**config.mk**
```make
export PLATFORM = sky130hd
export DESIGN_NAME = pwk_port_wake
export DESIGN_NICKNAME = d
export VERILOG_FILES = /design/src/rtl/pwk_pkg.sv /design/src/rtl/pwk_rst_sync.sv /design/src/rtl/pwk_sync.sv /design/src/rtl/pwk_regs.sv /design/src/rtl/pwk_port_wake.sv
export SDC_FILE = /design/constraint.sdc
export NUM_CORES = 1
export LEC_CHECK = 0
export BUFFER_PORTS_ARGS = -buffer_cell sky130_fd_sc_hd__buf_2
export CORE_MARGIN = 10
export CORE_UTILIZATION = 52
export DETAILED_ROUTE_END_ITERATION = 10
export GPL_ROUTABILITY_DRIVEN = 0
export HOLD_SLACK_MARGIN = 0.08
export PLACE_DENSITY = 0.84
export SLEW_MARGIN = 30
export SYNTH_ARGS = -nofsm -noshare
export SYNTH_HDL_FRONTEND = slang
export SYNTH_HIERARCHICAL = 1
export SYNTH_SLANG_ARGS = --single-unit
```
**constraint.sdc**
```tcl
create_clock -name clk_i -period 2 [get_ports clk_i]
set_clock_uncertainty 0.2 [all_clocks]
set_input_delay 0.1 -clock clk_i [delete_from_list [all_inputs] [get_ports clk_i]]
set_output_delay 0.1 -clock clk_i [all_outputs]
set_load 0.02 [all_outputs]
```
**src/rtl/pwk_pkg.sv**
```systemverilog
package pwk_pkg;
  localparam int unsigned PortWidth = 8;
  localparam logic [PortWidth-1:0] PinMask = 8'h17;
  localparam int unsigned SyncStages = 2;
  typedef enum logic {SelEnable = 1'b0, SelFlags = 1'b1} reg_sel_e;
endpackage

```
**src/rtl/pwk_rst_sync.sv**
```systemverilog
module pwk_rst_sync (
  input  logic clk_i,
  input  logic arst_ni,
  output logic rst_no
);
  logic meta_q;
  logic hold_q;

  always_ff @(posedge clk_i or negedge arst_ni) begin
    if (!arst_ni) begin
      meta_q <= 1'b0;
      hold_q <= 1'b0;
    end else begin
      meta_q <= 1'b1;
      hold_q <= meta_q;
    end
  end

  assign rst_no = hold_q;
endmodule

```
**src/rtl/pwk_sync.sv**
```systemverilog
module pwk_sync #(
  parameter int unsigned W = 8,
  parameter int unsigned STAGES = 2
) (
  input  logic         clk_i,
  input  logic         rst_ni,
  input  logic [W-1:0] pin_i,
  output logic [W-1:0] cur_o,
  output logic [W-1:0] fall_o
);
  logic [W-1:0] stage_q [STAGES];
  logic [W-1:0] prev_q;

  // Stages and the previous-value register reset low, so no falling
  // edge can be seen until a pin has first been sampled high.
  always_ff @(posedge clk_i or negedge rst_ni) begin
    if (!rst_ni) begin
      for (int i = 0; i < int'(STAGES); i++) stage_q[i] <= '0;
      prev_q <= '0;
    end else begin
      stage_q[0] <= pin_i;
      for (int i = 1; i < int'(STAGES); i++) stage_q[i] <= stage_q[i-1];
      prev_q <= stage_q[STAGES-1];
    end
  end

  assign cur_o = stage_q[STAGES-1];

  for (genvar b = 0; b < int'(W); b++) begin : g_fall
    assign fall_o[b] = prev_q[b] & ~cur_o[b];
  end
endmodule

```
**src/rtl/pwk_regs.sv**
```systemverilog
module pwk_regs #(
  parameter int unsigned W = 8,
  parameter logic [W-1:0] MASK = 8'h17
) (
  input  logic         clk_i,
  input  logic         rst_ni,
  input  logic         wr_en_i,
  input  logic         wr_sel_i,
  input  logic [W-1:0] wr_data_i,
  input  logic [W-1:0] evt_i,
  output logic [W-1:0] en_o,
  output logic [W-1:0] flag_o
);
  import pwk_pkg::*;

  logic [W-1:0] en_q, en_d;
  logic [W-1:0] flag_q, flag_d;
  logic         en_we;
  logic         flag_we;

  assign en_we   = wr_en_i && (reg_sel_e'(wr_sel_i) == SelEnable);
  assign flag_we = wr_en_i && (reg_sel_e'(wr_sel_i) == SelFlags);

  always_comb begin
    en_d   = en_q;
    flag_d = flag_q;
    if (en_we) en_d = wr_data_i & MASK;
    if (flag_we) flag_d = flag_q & wr_data_i;
    // A new event wins over a clear in the same cycle.
    flag_d = (flag_d | evt_i) & MASK;
  end

  always_ff @(posedge clk_i or negedge rst_ni) begin
    if (!rst_ni) begin
      en_q   <= '0;
      flag_q <= '0;
    end else begin
      if (en_we) en_q <= en_d;
      flag_q <= flag_d;
    end
  end

  assign en_o   = en_q;
  assign flag_o = flag_q;

  a_r3_flag_sticky: assert property (@(posedge clk_i) disable iff (!rst_ni)
    !flag_we |=> ((flag_o & $past(flag_o)) == $past(flag_o)));

  a_r8_unimpl_zero: assert property (@(posedge clk_i) disable iff (!rst_ni)
    wr_en_i |=> (((en_o | flag_o) & ~MASK) == '0));
endmodule

```
**src/rtl/pwk_port_wake.sv**
```systemverilog
module pwk_port_wake #(
  parameter int unsigned W = pwk_pkg::PortWidth,
  parameter logic [W-1:0] MASK = pwk_pkg::PinMask,
  parameter int unsigned STAGES = pwk_pkg::SyncStages
) (
  input  logic         clk_i,
  input  logic         rst_ni,
  input  logic [W-1:0] pin_i,
  input  logic [W-1:0] dir_i,
  input  logic         gie_i,
  input  logic         wr_en_i,
  input  logic         wr_sel_i,
  input  logic [W-1:0] wr_data_i,
  output logic [W-1:0] en_o,
  output logic [W-1:0] flag_o,
  output logic         wake_o,
  output logic         irq_o
);
  logic         rst_n;
  logic [W-1:0] cur;
  logic [W-1:0] fall;
  logic [W-1:0] evt;
  logic         wake_d;
  logic         wake_q;

  pwk_rst_sync u_rst (
    .clk_i  (clk_i),
    .arst_ni(rst_ni),
    .rst_no (rst_n)
  );

  pwk_sync #(.W(W), .STAGES(STAGES)) u_sync (
    .clk_i (clk_i),
    .rst_ni(rst_n),
    .pin_i (pin_i),
    .cur_o (cur),
    .fall_o(fall)
  );

  assign evt = fall & dir_i & en_o & MASK;

  pwk_regs #(.W(W), .MASK(MASK)) u_regs (
    .clk_i    (clk_i),
    .rst_ni   (rst_n),
    .wr_en_i  (wr_en_i),
    .wr_sel_i (wr_sel_i),
    .wr_data_i(wr_data_i),
    .evt_i    (evt),
    .en_o     (en_o),
    .flag_o   (flag_o)
  );

  assign wake_d = |evt;

  always_ff @(posedge clk_i or negedge rst_n) begin
    if (!rst_n) wake_q <= 1'b0;
    else        wake_q <= wake_d;
  end

  assign wake_o = wake_q;
  assign irq_o  = gie_i & (|flag_o);

  a_r5_wake_marks_flag: assert property (@(posedge clk_i) disable iff (!rst_n)
    wake_o |-> (flag_o != '0));

  a_r1_wake_qualified: assert property (@(posedge clk_i) disable iff (!rst_n)
    wake_o |-> ($past(dir_i & en_o & MASK) != '0));

  a_r2_wake_after_low: assert property (@(posedge clk_i) disable iff (!rst_n)
    $rose(wake_o) |-> ((cur & $past(dir_i & en_o & MASK)) != $past(dir_i & en_o & MASK)));
endmodule

```
==> Word level (Yosys, flattened, before mapping) <==
Cells that the tools add are included.
{ "totals": {"ff_bits": 35, "input_bits": 29, "output_inout_bits": 18, "elab_cells": 29} }
{ "op_classes": {"n_mux": 1, "bitwise": 16, "n_reduce_logical": 4} }
{ "ops": {"columns": ["operator", "count"], "rows": [
  ["$and 5x5->5", 3],
  ["$reduce_or 4->1", 2],
  ["$and 1x1->1", 6],
  ["$not 1->1", 6],
  ["$mux 5", 1],
  ["$or 5x5->5", 1],
  ["$logic_and 1x1->1", 2]
]} }

==> Depth between registers and ports, before layout <==
{ "logic_depth": {"ltp_word": 5, "ltp_mapped": 4} }

==> Cells and area by module <==
Netlist, hierarchy kept.
{ "modules_own_cells": {"columns": ["mod", "instances", "cells_per_inst", "area_per_inst_um2"], "rows": [
  ["pwk_sync", 1, 40, 770.7],
  ["pwk_regs", 1, 34, 392.9],
  ["pwk_port_wake", 1, 10, 81.3],
  ["pwk_rst_sync", 1, 3, 53.8]
]} }

==> Worst setup path after synthesis <==
Ideal clock, no wire load.
{ "synth_path": {"kind": "register to register", "start": "register u_regs.en_q[4], in the netlist u_regs/en_o[4]", "end": "register wake_q, in the netlist wake_o", "setup_time_ps": 138, "arrival_ps": 1159, "slack_ps": 502, "stages_incl_launch_ff": 3, "n_path_buf": 0, "synth_period_minus_slack_ps": 1498, "cell_sequence": "dfrtp_1 and3_1 or4_1"} }
{ "synth_between": {"elab_chain_len": 2} }
{ "synth_rtl": {"columns": ["item", "line", "source"], "rows": [
  ["start, declared", "pwk_regs.sv:16", "logic [W-1:0] en_q, en_d;"],
  ["start signal, assigned", "pwk_regs.sv:38", "if (en_we) en_q <= en_d;"],
  ["$and 5x5->5", "pwk_port_wake.sv:40", "assign evt = fall & dir_i & en_o & MASK;"],
  ["via evt[4]", "pwk_port_wake.sv:22", "logic [W-1:0] evt;"],
  ["$reduce_or 4->1", "pwk_port_wake.sv:53", "assign wake_d = |evt;"],
  ["via wake_d", "pwk_port_wake.sv:23", "logic wake_d;"],
  ["end signal, assigned", "pwk_port_wake.sv:57", "else wake_q <= wake_d;"],
  ["end, declared", "pwk_port_wake.sv:24", "logic wake_q;"]
]} }
The timed path passes the listed nets, and every way through them passes these cells.
A chain may end at the register's enable or synchronous reset.

==> Worst setup path after layout <==
{ "layout_path": {"start": "input wr_sel_i", "end": "register u_regs.en_q[0], in the netlist u_regs/en_o[0]"} }
{ "layout_between": {"elab_chain_len": 2} }
{ "layout_rtl": {"columns": ["item", "line", "source"], "rows": [
  ["start, declared", "pwk_port_wake.sv:12", "input logic wr_sel_i,"],
  ["$not 1->1", "pwk_regs.sv:21", "assign en_we = wr_en_i && (reg_sel_e'(wr_sel_i) == SelEnable);"],
  ["$logic_and 1x1->1", "pwk_regs.sv:21", null]
]} }
Every way passes these cells.

==> qor_table.md <==
| Metric | Reported | Unit |
| --- | --- | --- |
| Worst vdd rail ir drop | 0.000527 | V |
| Required time worst endpoint | 1.99 | ns |
| Number of buffer cells added on primary ports | 26 | - |
| Data arrival at the endpoint of the critical path | 1.82 | ns |
| Core Footprint | 1560 | µm² |
| H-tree depth reported by CTS | 1 | - |
| Area after detailed placement | 996 | µm² |
| Final number of setup-violating endpoints | 0 | - |
| Synth Instances | 62 | - |
| Diodes inserted | 0 | - |
| Startpoint of the worst register-to-register path | u_sync/cur_o[1] | - |
| Normalized max-slew margin | 0.470 | - |
| Inserted Clock Buffers | 3 | - |
| Met1 routed wirelength after detailed routing | 685 | µm |
| Category of the critical setup timing path | input pin to flip-flop | - |
| Maximum frequency from static timing analysis | 548 | MHz |
| Clock latency reported for the late side of the worst-skew pair | 0.29 | ns |
| Placement row count | 14 | - |
| Post-route cell area | 1230 | µm² |
| Yosys warns | 6 | - |
| Worst-case reg-to-reg path depth | 5 | - |
| Post-cts sizing count | 0 | - |
| Max-Cap Viols | 0 | - |
| Capture point of the worst path | u_regs/en_o[0] | - |
| Count of endpoints failing hold in the final timing report | 0 | - |
| DR vias | 605 | - |
| Startpoint of the worst setup timing path | wr_sel_i | - |
| Worst hold slack across all endpoints | 0.137 | ns |
| DIE HEIGHT | 61.1 | µm |
| Total negative slack for setup checks | 0 | ns |
| P&R area growth vs syn | 40.3 | % |
| Horizontal die dimension | 61.1 | µm |
| CTS tree | yes | - |
| Endpoint of the lowest-slack register-to-register path | u_regs/flag_o[1] | - |
| Count of final max-slew check failures | 0 | - |
| GRT Resource Usage Total | 0.111 | - |
| DR DRC count | 0 | - |
| Clock root buffer | sky130_fd_sc_hd__clkbuf_4 | - |
| Initial antenna violation count | 0 | - |
| Clock period minus final worst setup slack | 1.83 | ns |
| Number of detailed-route iterations in the first pass | 4 | - |
| Kind of end point of the critical path | flip-flop | - |
| Die area | 3740 | µm² |
| Most used cells in the layout excluding fill and tap cells | sky130_fd_sc_hd__buf_2, sky130_fd_sc_hd__dfrtp_1, sky130_fd_sc_hd__dlygate4sd3_1 | - |
| Avg Synthesized Cell Area | 14.2 | µm² |
| Critical Path Source Type | input pin | - |
| Clock slew seen by the registers of the worst setup and hold paths | 0.12 | ns |
| Period Utilization, post-route | 0.913 | - |
| Crit path max fanout | 5 | - |
| Met3 WL post-DR | 228 | µm |
| Pin count of the biggest net entering global routing | 22 | - |
| Number of vias per cell | 4.73 | - |
| GRT Residual Overflow | 0 | - |
| Met2 Routed Length | 937 | µm |
| Setup slack of the worst register-to-register path | 0.18 | ns |
| Nets | 142 | - |
| Clock Tree Buf Depth | 2 | - |
| Number of global-route vias before repair | 700 | - |
| Min-delay worst type | flip-flop to async pin | - |
| Most common cell after layout, fill and taps aside | sky130_fd_sc_hd__buf_2 | - |
| Placed wire-length estimate | 1.32 | mm |
| Overall power | 0.965 | mW |
| Result of the run | complete, no violations | - |
| Detail Route Antenna Nets | 0 | - |
| Cell area after synthesis | 880 | µm² |
| I/O pins | 47 | - |
| Transition time of the tightest slew-check pin | 0.795 | ns |
| Leakage dissipation | 0.643 | nW |
| Final routed wire length divided by cell count | 14.6 | µm |
| Unrepaired setup endpoints after global routing | false | - |
| Highest metal layer with signal wires | met4 | - |
| Wire length of the first global-routing pass | 3.19 | mm |
| Sinks on the clock net | 23 | - |
| Effective utilization at floorplan | 0.564 | - |
| Fraction of layout instances using a drive strength above 1 | 0.348 | - |
| Detailed-route wire length | 1.87 | mm |
| DR iter-0 viols | 6 | - |
| Cell area power density | 782 | nW/µm² |
| Fill cell instance count of the final layout | 94 | - |
critical path, cell delays in order:
cell and delay, ns:
sky130_fd_sc_hd__dlygate4sd3_1 0.53, sky130_fd_sc_hd__buf_2 0.15, sky130_fd_sc_hd__nand2b_4 0.18, sky130_fd_sc_hd__mux2_4 0.30
sky130_fd_sc_hd__dlygate4sd3_1 0.55
metal layers:
metal  up-vias  GRT usage
met4         0     0.0489
met5         -          0
li1        295          -
met2        26      0.188
met1       282      0.120
met3         2     0.0432
registers in the layout, indices dropped and copies added (netlist names):
signal,count
u_sync/cur_o,4
u_regs/en_o,4
u_sync/stage_q,4
u_rst/rst_no,1
u_rst/meta_q,1
wake_o,1
u_sync/prev_q,4
u_regs/flag_o,4
area by class of cell:
| class | count | area (µm²) | area share |
|---|---|---|---|
| sequential | 23 | 576 | 0.467 |
| timing repair buffer | 47 | 340 | 0.276 |
| multi-input combinational | 38 | 270 | 0.219 |
| clock buffer | 3 | 22.5 | 0.0183 |
| tap | 16 | 20.0 | 0.0162 |
| clock inverter | 1 | 5.00 | 0.00406 |
metrics by stage:
stage               std cells   util  setup slack [ns]
floorplan                  69      -             0.502
global placement          103  0.639             0.516
detailed placement        103  0.639             0.512
CTS                       128  0.791             0.199
global route              128  0.791             0.115
finish                    128  0.791             0.174
how the worst min path moves through the flow:
stage               slack, ns          endpoint  cells after the start          from
global route             0.18      u_rst/rst_no                      0  u_rst/meta_q
CTS                      0.17   u_sync/cur_o[0]                      0  u_rst/rst_no
floorplan               -0.40      u_rst/meta_q                      0        rst_ni
finish                   0.14  u_sync/prev_q[2]                      0  u_rst/rst_no
detailed placement      -0.31      u_rst/rst_no                      1        rst_ni
global placement        -0.32      u_rst/meta_q                      1        rst_ni
repair_timing:
action                    CTS  global route
setup buffers               0             0
hold endpoints to repair   15             0
hold buffers               21             0
report_power, final:
part / total [mW] / internal, mW / leakage, nW / switching [mW]
clock: 0.199 / 0.0744 / 0.0177 / 0.125
sequential: 0.546 / 0.510 / 0.274 / 0.0367
combinational: 0.219 / 0.111 / 0.351 / 0.109
total: 0.965 / 0.695 / 0.643 / 0.270
Power figures use the tool's default switching activity.
